### src/rtl/acc_store_pkg.sv
package acc_store_pkg;

  typedef enum logic [1:0] {
    RM_TRUNC = 2'b00,
    RM_CONV  = 2'b01,
    RM_CNVG  = 2'b10,
    RM_RSVD  = 2'b11
  } rnd_mode_e;

  // Decide whether the kept part gets +1.
  // half:    the most significant dropped bit
  // sticky:  OR of all dropped bits below it
  // kept_lsb: least significant kept bit
  function automatic logic round_inc(input rnd_mode_e mode,
                                     input logic half,
                                     input logic sticky,
                                     input logic kept_lsb);
    logic inc;
    case (mode)
      RM_CONV: inc = half;
      RM_CNVG: inc = half & (sticky | kept_lsb);
      default: inc = 1'b0;
    endcase
    return inc;
  endfunction

  // True when a field of sign-copy bits disagrees.
  function automatic logic sign_field_broken(input logic all_one, input logic all_zero);
    return !(all_one || all_zero);
  endfunction

endpackage

### src/rtl/store_rounder.sv
module store_rounder
  import acc_store_pkg::*;
#(
  parameter int ACC_W  = 40,
  parameter int DROP_W = 16,
  localparam int HI_W  = ACC_W - DROP_W
) (
  input  logic [ACC_W-1:0] acc,
  input  rnd_mode_e        mode,
  output logic [HI_W-1:0]  rnd_hi,
  output logic             inc,
  output logic             tie
);

  logic half;
  logic sticky;
  logic kept_lsb;

  assign half     = acc[DROP_W-1];
  assign sticky   = |acc[DROP_W-2:0];
  assign kept_lsb = acc[DROP_W];
  assign tie      = half & ~sticky;

  always_comb begin
    inc    = round_inc(mode, half, sticky, kept_lsb);
    rnd_hi = acc[ACC_W-1:DROP_W] + HI_W'(inc);
  end

endmodule

### src/rtl/store_saturator.sv
module store_saturator
  import acc_store_pkg::*;
#(
  parameter int HI_W  = 24,
  parameter int OUT_W = 16,
  localparam int CHK_W = HI_W - OUT_W + 1
) (
  input  logic [HI_W-1:0]  rnd_hi,
  input  logic             src_sign,
  input  logic             sat_en,
  output logic [OUT_W-1:0] word,
  output logic             clamp
);

  logic [CHK_W-1:0] chk;
  logic             out_of_range;
  logic [OUT_W-1:0] lim_pos;
  logic [OUT_W-1:0] lim_neg;

  assign chk          = rnd_hi[HI_W-1:OUT_W-1];
  assign out_of_range = sign_field_broken(&chk, ~|chk);
  assign lim_pos      = {1'b0, {(OUT_W-1){1'b1}}};
  assign lim_neg      = {1'b1, {(OUT_W-1){1'b0}}};
  assign clamp        = sat_en & out_of_range;

  always_comb begin
    if (clamp) word = src_sign ? lim_neg : lim_pos;
    else       word = rnd_hi[OUT_W-1:0];
  end

endmodule

### src/rtl/acc_store_conv.sv
module acc_store_conv
  import acc_store_pkg::*;
#(
  parameter int ACC_W   = 40,
  parameter int DROP_W  = 16,
  parameter int OUT_W   = 16,
  parameter bit REG_OUT = 1'b1
) (
  input  logic             clk,
  input  logic             rst_n,
  input  logic [ACC_W-1:0] acc_in,
  input  logic [1:0]       rnd_sel,
  input  logic             sat_en,
  output logic [OUT_W-1:0] store_word
);

  localparam int HI_W = ACC_W - DROP_W;

  rnd_mode_e        mode;
  logic [HI_W-1:0]  rnd_hi;
  logic             rnd_inc;
  logic             rnd_tie;
  logic [OUT_W-1:0] comb_word;
  logic             clamp_hit;

  assign mode = rnd_mode_e'(rnd_sel);

  store_rounder #(.ACC_W(ACC_W), .DROP_W(DROP_W)) u_rnd (
    .acc    (acc_in),
    .mode   (mode),
    .rnd_hi (rnd_hi),
    .inc    (rnd_inc),
    .tie    (rnd_tie)
  );

  store_saturator #(.HI_W(HI_W), .OUT_W(OUT_W)) u_sat (
    .rnd_hi   (rnd_hi),
    .src_sign (acc_in[ACC_W-1]),
    .sat_en   (sat_en),
    .word     (comb_word),
    .clamp    (clamp_hit)
  );

  generate
    if (REG_OUT) begin : g_reg
      always_ff @(posedge clk or negedge rst_n) begin
        if (!rst_n) store_word <= '0;
        else        store_word <= comb_word;
      end

      assert_latency_R8: assert property (@(posedge clk) disable iff (!rst_n)
        rst_n |=> store_word == $past(comb_word));
    end else begin : g_comb
      assign store_word = comb_word;
    end
  endgenerate

  // Rounding only ever adds 0 or 1 to the kept part.
  assert_round_step_R3: assert property (@(posedge clk) disable iff (!rst_n)
    (rnd_hi == acc_in[ACC_W-1:DROP_W]) || (rnd_hi == acc_in[ACC_W-1:DROP_W] + HI_W'(1)));

  // An exact half in convergent mode always leaves an even result.
  assert_tie_even_R4: assert property (@(posedge clk) disable iff (!rst_n)
    (mode == RM_CNVG && rnd_tie) |-> !rnd_hi[0]);

  // Truncating modes pass the upper word through unchanged.
  assert_trunc_pass_R2: assert property (@(posedge clk) disable iff (!rst_n)
    ((mode == RM_TRUNC || mode == RM_RSVD) && !clamp_hit)
      |-> comb_word == acc_in[DROP_W+OUT_W-1:DROP_W]);

  // Without the enable nothing clamps.
  assert_no_clamp_R5: assert property (@(posedge clk) disable iff (!rst_n)
    !sat_en |-> (!clamp_hit && comb_word == rnd_hi[OUT_W-1:0]));

  // A clamped word is one of the two limits and follows the source sign.
  assert_clamp_limit_R6: assert property (@(posedge clk) disable iff (!rst_n)
    clamp_hit |-> ($countones(comb_word ^ {OUT_W{acc_in[ACC_W-1]}}) == OUT_W - 1
                   && comb_word[OUT_W-1] == acc_in[ACC_W-1]));

endmodule

### config.mk
export PLATFORM = sky130hd
export DESIGN_NAME = acc_store_conv
export DESIGN_NICKNAME = d
export VERILOG_FILES = /design/src/rtl/acc_store_pkg.sv /design/src/rtl/store_rounder.sv /design/src/rtl/store_saturator.sv /design/src/rtl/acc_store_conv.sv
export SDC_FILE = /design/constraint.sdc
export NUM_CORES = 1
export LEC_CHECK = 0
export ABC_CLOCK_PERIOD_IN_PS = 1080
export BUFFER_PORTS_ARGS = -buffer_cell sky130_fd_sc_hd__buf_2
export CAP_MARGIN = 30
export CORE_ASPECT_RATIO = 0.6
export CORE_UTILIZATION = 50
export DETAILED_ROUTE_END_ITERATION = 6
export MAX_ROUTING_LAYER = met4
export PLACE_DENSITY_LB_ADDON = 0.12
export SLEW_MARGIN = 20
export SYNTH_ARGS = -nofsm -noshare
export SYNTH_HDL_FRONTEND = slang
export SYNTH_SLANG_ARGS = --single-unit
### constraint.sdc
create_clock -name clk -period 1.08 [get_ports clk]
set_input_delay 0.216 -clock clk [delete_from_list [all_inputs] [get_ports clk]]
set_output_delay 0.216 -clock clk [all_outputs]
set_load 0.02 [all_outputs]
==> results of run 1 <==
## through the flow
| stage | setup WS, ns | hold slack, ns | utilization, % | TNS, ns | instance area [um^2] |
|---|---|---|---|---|---|
| 3_3_place_gp | -1.672 | 0.1272 | 86.31 | -26.38 | 1979 |
| 4_1_cts | -1.530 | 0.3047 | 93.24 | -23.87 | 2138 |
| 2_1_floorplan | -1.516 | -0.07959 | - | -23.26 | 1368 |
| 3_5_place_dp | -1.929 | 0.1376 | 86.31 | -30.05 | 1979 |
## what timing repair did
action	CTS
hold buffers	1
setup endpoints to repair	16
endpoints found under the hold margin	16
gates resized for setup	17
pin swaps	15
setup buffers	5
## cell usage after synthesis, types with 3 or more instances
library cell	n	area share (%)
mux2i_1	15	12
a21oi_1	5	1.9
xor2_1	11	7.5
and2_1	3	1.5
nand3_1	7	2.7
inv_1	3	0.87
nor2_1	3	0.87
nor3_1	5	1.9
nand4_1	7	3.4
o21ai_0	3	1.2
xnor2_1	6	4.1
nand2_1	13	3.8
and3_1	3	1.5
ha_1	4	3.9
clkbuf_1	3	0.87
dfrtp_1	16	31
nor4_1	4	1.9
## kinds of logic after synthesis
family	synth area share, %
xor gates and xnor gates	11.53
muxes	13.95
AOI/OAI and AO/OA	7.945
DFF	31.01
and+or+nand+nor	27.13
buffers and inverters	4.554
adders and majority gates	3.876
## routing by layer
| layer | global-route usage, % | overflow |
|---|---|---|
| met2 | 88.61 | 11 |
| met4 | 87.77 | 12 |
| met3 | 40.49 | 0 |
| met5 | - | - |
| met1 | 66.78 | 0 |
==> results.md, run 1 <==
- Row count: 13
- Die height: 41.37 um
- Seq/Total Area, Yosys: 31.01%
- Synth Register Bits: 16
- GRT Overall Usage: 68.75%
- Dpl hpwl: 3499 um
- Syn Inst Count: 138
- Port Buffer Count: 60
- Longest Clk Path Bufs: 2
- Run Error: [ERROR GRT-0232] Routing congestion too high. Check the congestion heatmap in the GUI.
- Root Buffer: clkbuf_8
- Routability Congestion: 0.8526
- FFs w/ async S/R, synth: 100.0%
- Synth Net Count: 187
- I/O pin total: 61
- CTS Sinks: 16
- Chip width: 67.61 um
- Initial Util: 56.30%
- Num CTS Buffers: 3
- GR repair worst EP: store_word[9]$_DFF_PN0_/D
- Max H-tree Level: 1
- Ys Warns: 0
- GR Overflow Total: 23
- Stage reached: global routing
- Syn Area/Cell: 9.357 um^2
- Largest net degree at the start of global routing: 17
- Post-synth EDFFs: 0
- Top FF cell, synth: dfrtp_1
- Status: aborted with a tool error
- Worst End Pin Type: register data pin
- Synthesized area: 0.001291 mm^2
- Placed Cells: 264
- Synth cell types: 37
==> inputs of run 2 (changes only) <==
Settings changed: CORE_AREA from default to 2 2 63 65, CORE_ASPECT_RATIO 0.6 to default, CORE_UTILIZATION 50 to default, DIE_AREA from default to 0 0 65 67, MAX_ROUTING_LAYER met4 to default, PLACE_DENSITY_LB_ADDON 0.12 to 0.15.
==> run 2 against run 1 <==
  * The flow now finishes, with violations (negative setup slack)
  * Area after synthesis unchanged
  * Synthesized cell count unchanged
==> results.md, run 2 <==
- Status: finished, violations left
- Failing checks: negative setup slack
- DRC: 0
- Synthesized area: 0.001291 mm^2 (unchanged)
- FFs w/ async S/R, synth: 100.0% (unchanged)
- Die height: 67 um (+62%)
- Placed Cells: 276 (+4.5%)
- Num CTS Buffers: 3 (unchanged)
- Max incr delay on CP: 0.42 ns
- CP most frequent cell: nand4_1
- Max reg flops: 16
- Top cells by area, synth: dfrtp_1 31%, mux2i_1 12%, xor2_1 7.5%
- N_diodes: 0
- Root Buffer: clkbuf_8
- Commonest cells in the netlist: 16 x dfrtp_1, 15 x mux2i_1, 13 x nand2_1
- Post-synth EDFFs: 0 (unchanged)
- Pre-CTS setup slack: -1.818 ns (+0.1106 ns)
- Initial Util: 35.81% (-20 points)
- Fmax: 388.9 MHz
- Synth Register Bits: 16 (unchanged)
- Fillers: 315
- Final hold vios: 0
- WP buf/inv: 3
- Row count: 22 (+9)
- Final WS setup: -1.491 ns
- Dpl hpwl: 2929 um (-16%)
- First-pass GRT wire length: 6078 um
- Nets: 288
- Chip width: 65 um (-3.9%)
- Total Wirelength: 3689 um
- Setup TNS Final: -23.42 ns
- Worst slew pin tran: 0.3269 ns
- Biggest regs: store_word (16)
- Core ar.: 0.003606 mm^2
- Synth Net Count: 187 (unchanged)
- Final setup viols: 16
- Period utilisation layout: 238.1%
- Initial drt markers: 65
- Routability Congestion: 0.8268 (-3.0%)
- Seq/Total Area, Yosys: 31.01% (unchanged)
- Vias per cell: 4.888
- Post-synth top area share: 31.01% (unchanged)
- CTS Sinks: 16 (unchanged)
- Die area: 0.004355 mm^2
- CTS tree: yes
- Max H-tree Level: 1 (unchanged)
- Area Overhead vs Synth: 69.86%
- Critical-path cell list: buf_2, inv_1, ha_1, nor3b_2, ha_2, and3_4, nand4_1, or4_1, o31ai_1, nand4_1, o211a_4, buf_12, mux2i_2
- GR Overflow Total: 0
- Crit-path slowest cell: or4_1
- Largest net degree at the start of global routing: 17
- Static leakage: 0.9955 nW
- Longest Clk Path Bufs: 2 (unchanged)
- Worst-path maximum fanout: 7
- Max_slew headroom: 78.21%
- Commonest non-fill, non-tap cell in the layout: buf_2
- Most flop-heavy register: store_word
- Reg clk slew, reported paths: 0.06 ns
- Syn Inst Count: 138 (unchanged)
- Share of cells above drive strength 1: 55.04%
- Synth cell types: 37 (unchanged)
- Element type at the critical path end: flop
- Top FF cell, synth: dfrtp_1
- I/O pin total: 61 (unchanged)
- Number of vias in the routed layout: 1398
- First-pass DRT Iterations: 4
- Crit start category: input port
- Most frequent cells in the layout: 53 x buf_2, 39 x buf_4, 16 x dfrtp_1
- Antenna Nets Post-Route: 0
- Wire per inst: 12.90 um
- Cell taking the most area after synthesis: dfrtp_1
- Worst vdd ir: 0.3730 mV
- Syn Area/Cell: 9.357 um^2 (unchanged)
- Final Util: 60.83%
- Minimum clock period: 2.571 ns
- Critical Path RT: 1.20 ns
- Port Buffer Count: 60 (unchanged)
- WP data arrival: 2.69 ns
- Finished Layout Cells: 286
- Critical path class: in2reg
- Initial antenna violation count: 0
- Slew Viols, Final: 0
- RSZ-0062 raised after global routing: true
- Ys Warns: 0 (unchanged)
- GRT Overall Usage: 17.91%
- Cell family with most CP delay: simple AND/OR/NAND/NOR gates
- Top-count cell post-synth: dfrtp_1
- Min-Delay Path Class: in2reg
- Number of global-route vias before repair: 1378
- PD cells: 801.5 mW/mm^2
- Max-Cap Viols: 0
[run 2: cell type report]
cell class / count / area, um^2 / area share, %
clock buffers: 4 / 55.05 / 2.510
inverters: 3 / 11.26 / 0.5134
multi-input cells: 113 / 972.2 / 44.32
flip-flops and latches: 16 / 400.4 / 18.25
well taps: 48 / 60.06 / 2.738
repair buffers: 102 / 694.4 / 31.66
[run 2: what timing repair did]
| action | CTS | global route |
|---|---|---|
| gates resized for setup | 13 | 11 |
| hold buffers | 1 | 0 |
| cloned | 1 | 0 |
| setup buffers | 3 | 2 |
| setup endpoints to repair | 16 | 16 |
| pin swaps | 0 | 12 |
| hold endpoints to repair | 16 | 0 |
[run 2: per-layer routing]
layer,GRT usage [%],vias up,part of all wire [%]
li1,-,702,-
met2,31.83,38,51
met3,2.365,6,4.8
met5,0,-,0
met1,21.75,652,43
met4,7.181,0,1.1
[run 2: where the power goes]
part	switching (mW)	internal [mW]	total (mW)
sequential	0.00875	0.647	0.656
combinational	0.297	0.302	0.600
clock	0.180	0.322	0.503
[run 2: worst paths after layout]
| path | startpoint | endpoint | slack, ns | cells after the start |
|---|---|---|---|---|
| min in group asynchronous | rst_n | store_word[13] | 0.40 | 2 |
| hold / removal | sat_en | store_word[15] | 0.33 | 3 |
| max in group asynchronous | rst_n | store_word[15] | 0.43 | 2 |
| setup / recovery | rnd_sel[0] | store_word[13] | -1.49 | 13 |
[run 2: metrics by stage]
| step | hold WS, ns | cell area [um^2] | total power, mW |
|---|---|---|---|
| after floorplan | -0.07959 | 1368 | 0.9155 |
| after global placement | 0.1263 | 1944 | 1.187 |
| after detailed placement | 0.1332 | 1944 | 1.195 |
| after CTS | 0.3254 | 2116 | 1.739 |
| after global routing | 0.3445 | 2193 | 1.860 |
| final | 0.3289 | 2193 | 1.758 |
[run 2: kinds of logic after synthesis]
kind of cell / count (synthesis) / synth area share, %
AND/OR/NAND/NOR: 59 / 27.13
XOR/XNOR: 17 / 11.53
flip-flops: 16 / 31.01
AO/OA/AOI/OAI: 16 / 7.945
buffers and inverters: 9 / 4.554
multiplexers: 17 / 13.95
adder cells (fa/ha/maj): 4 / 3.876
No activity file was read; power rests on OpenSTA's default activity.
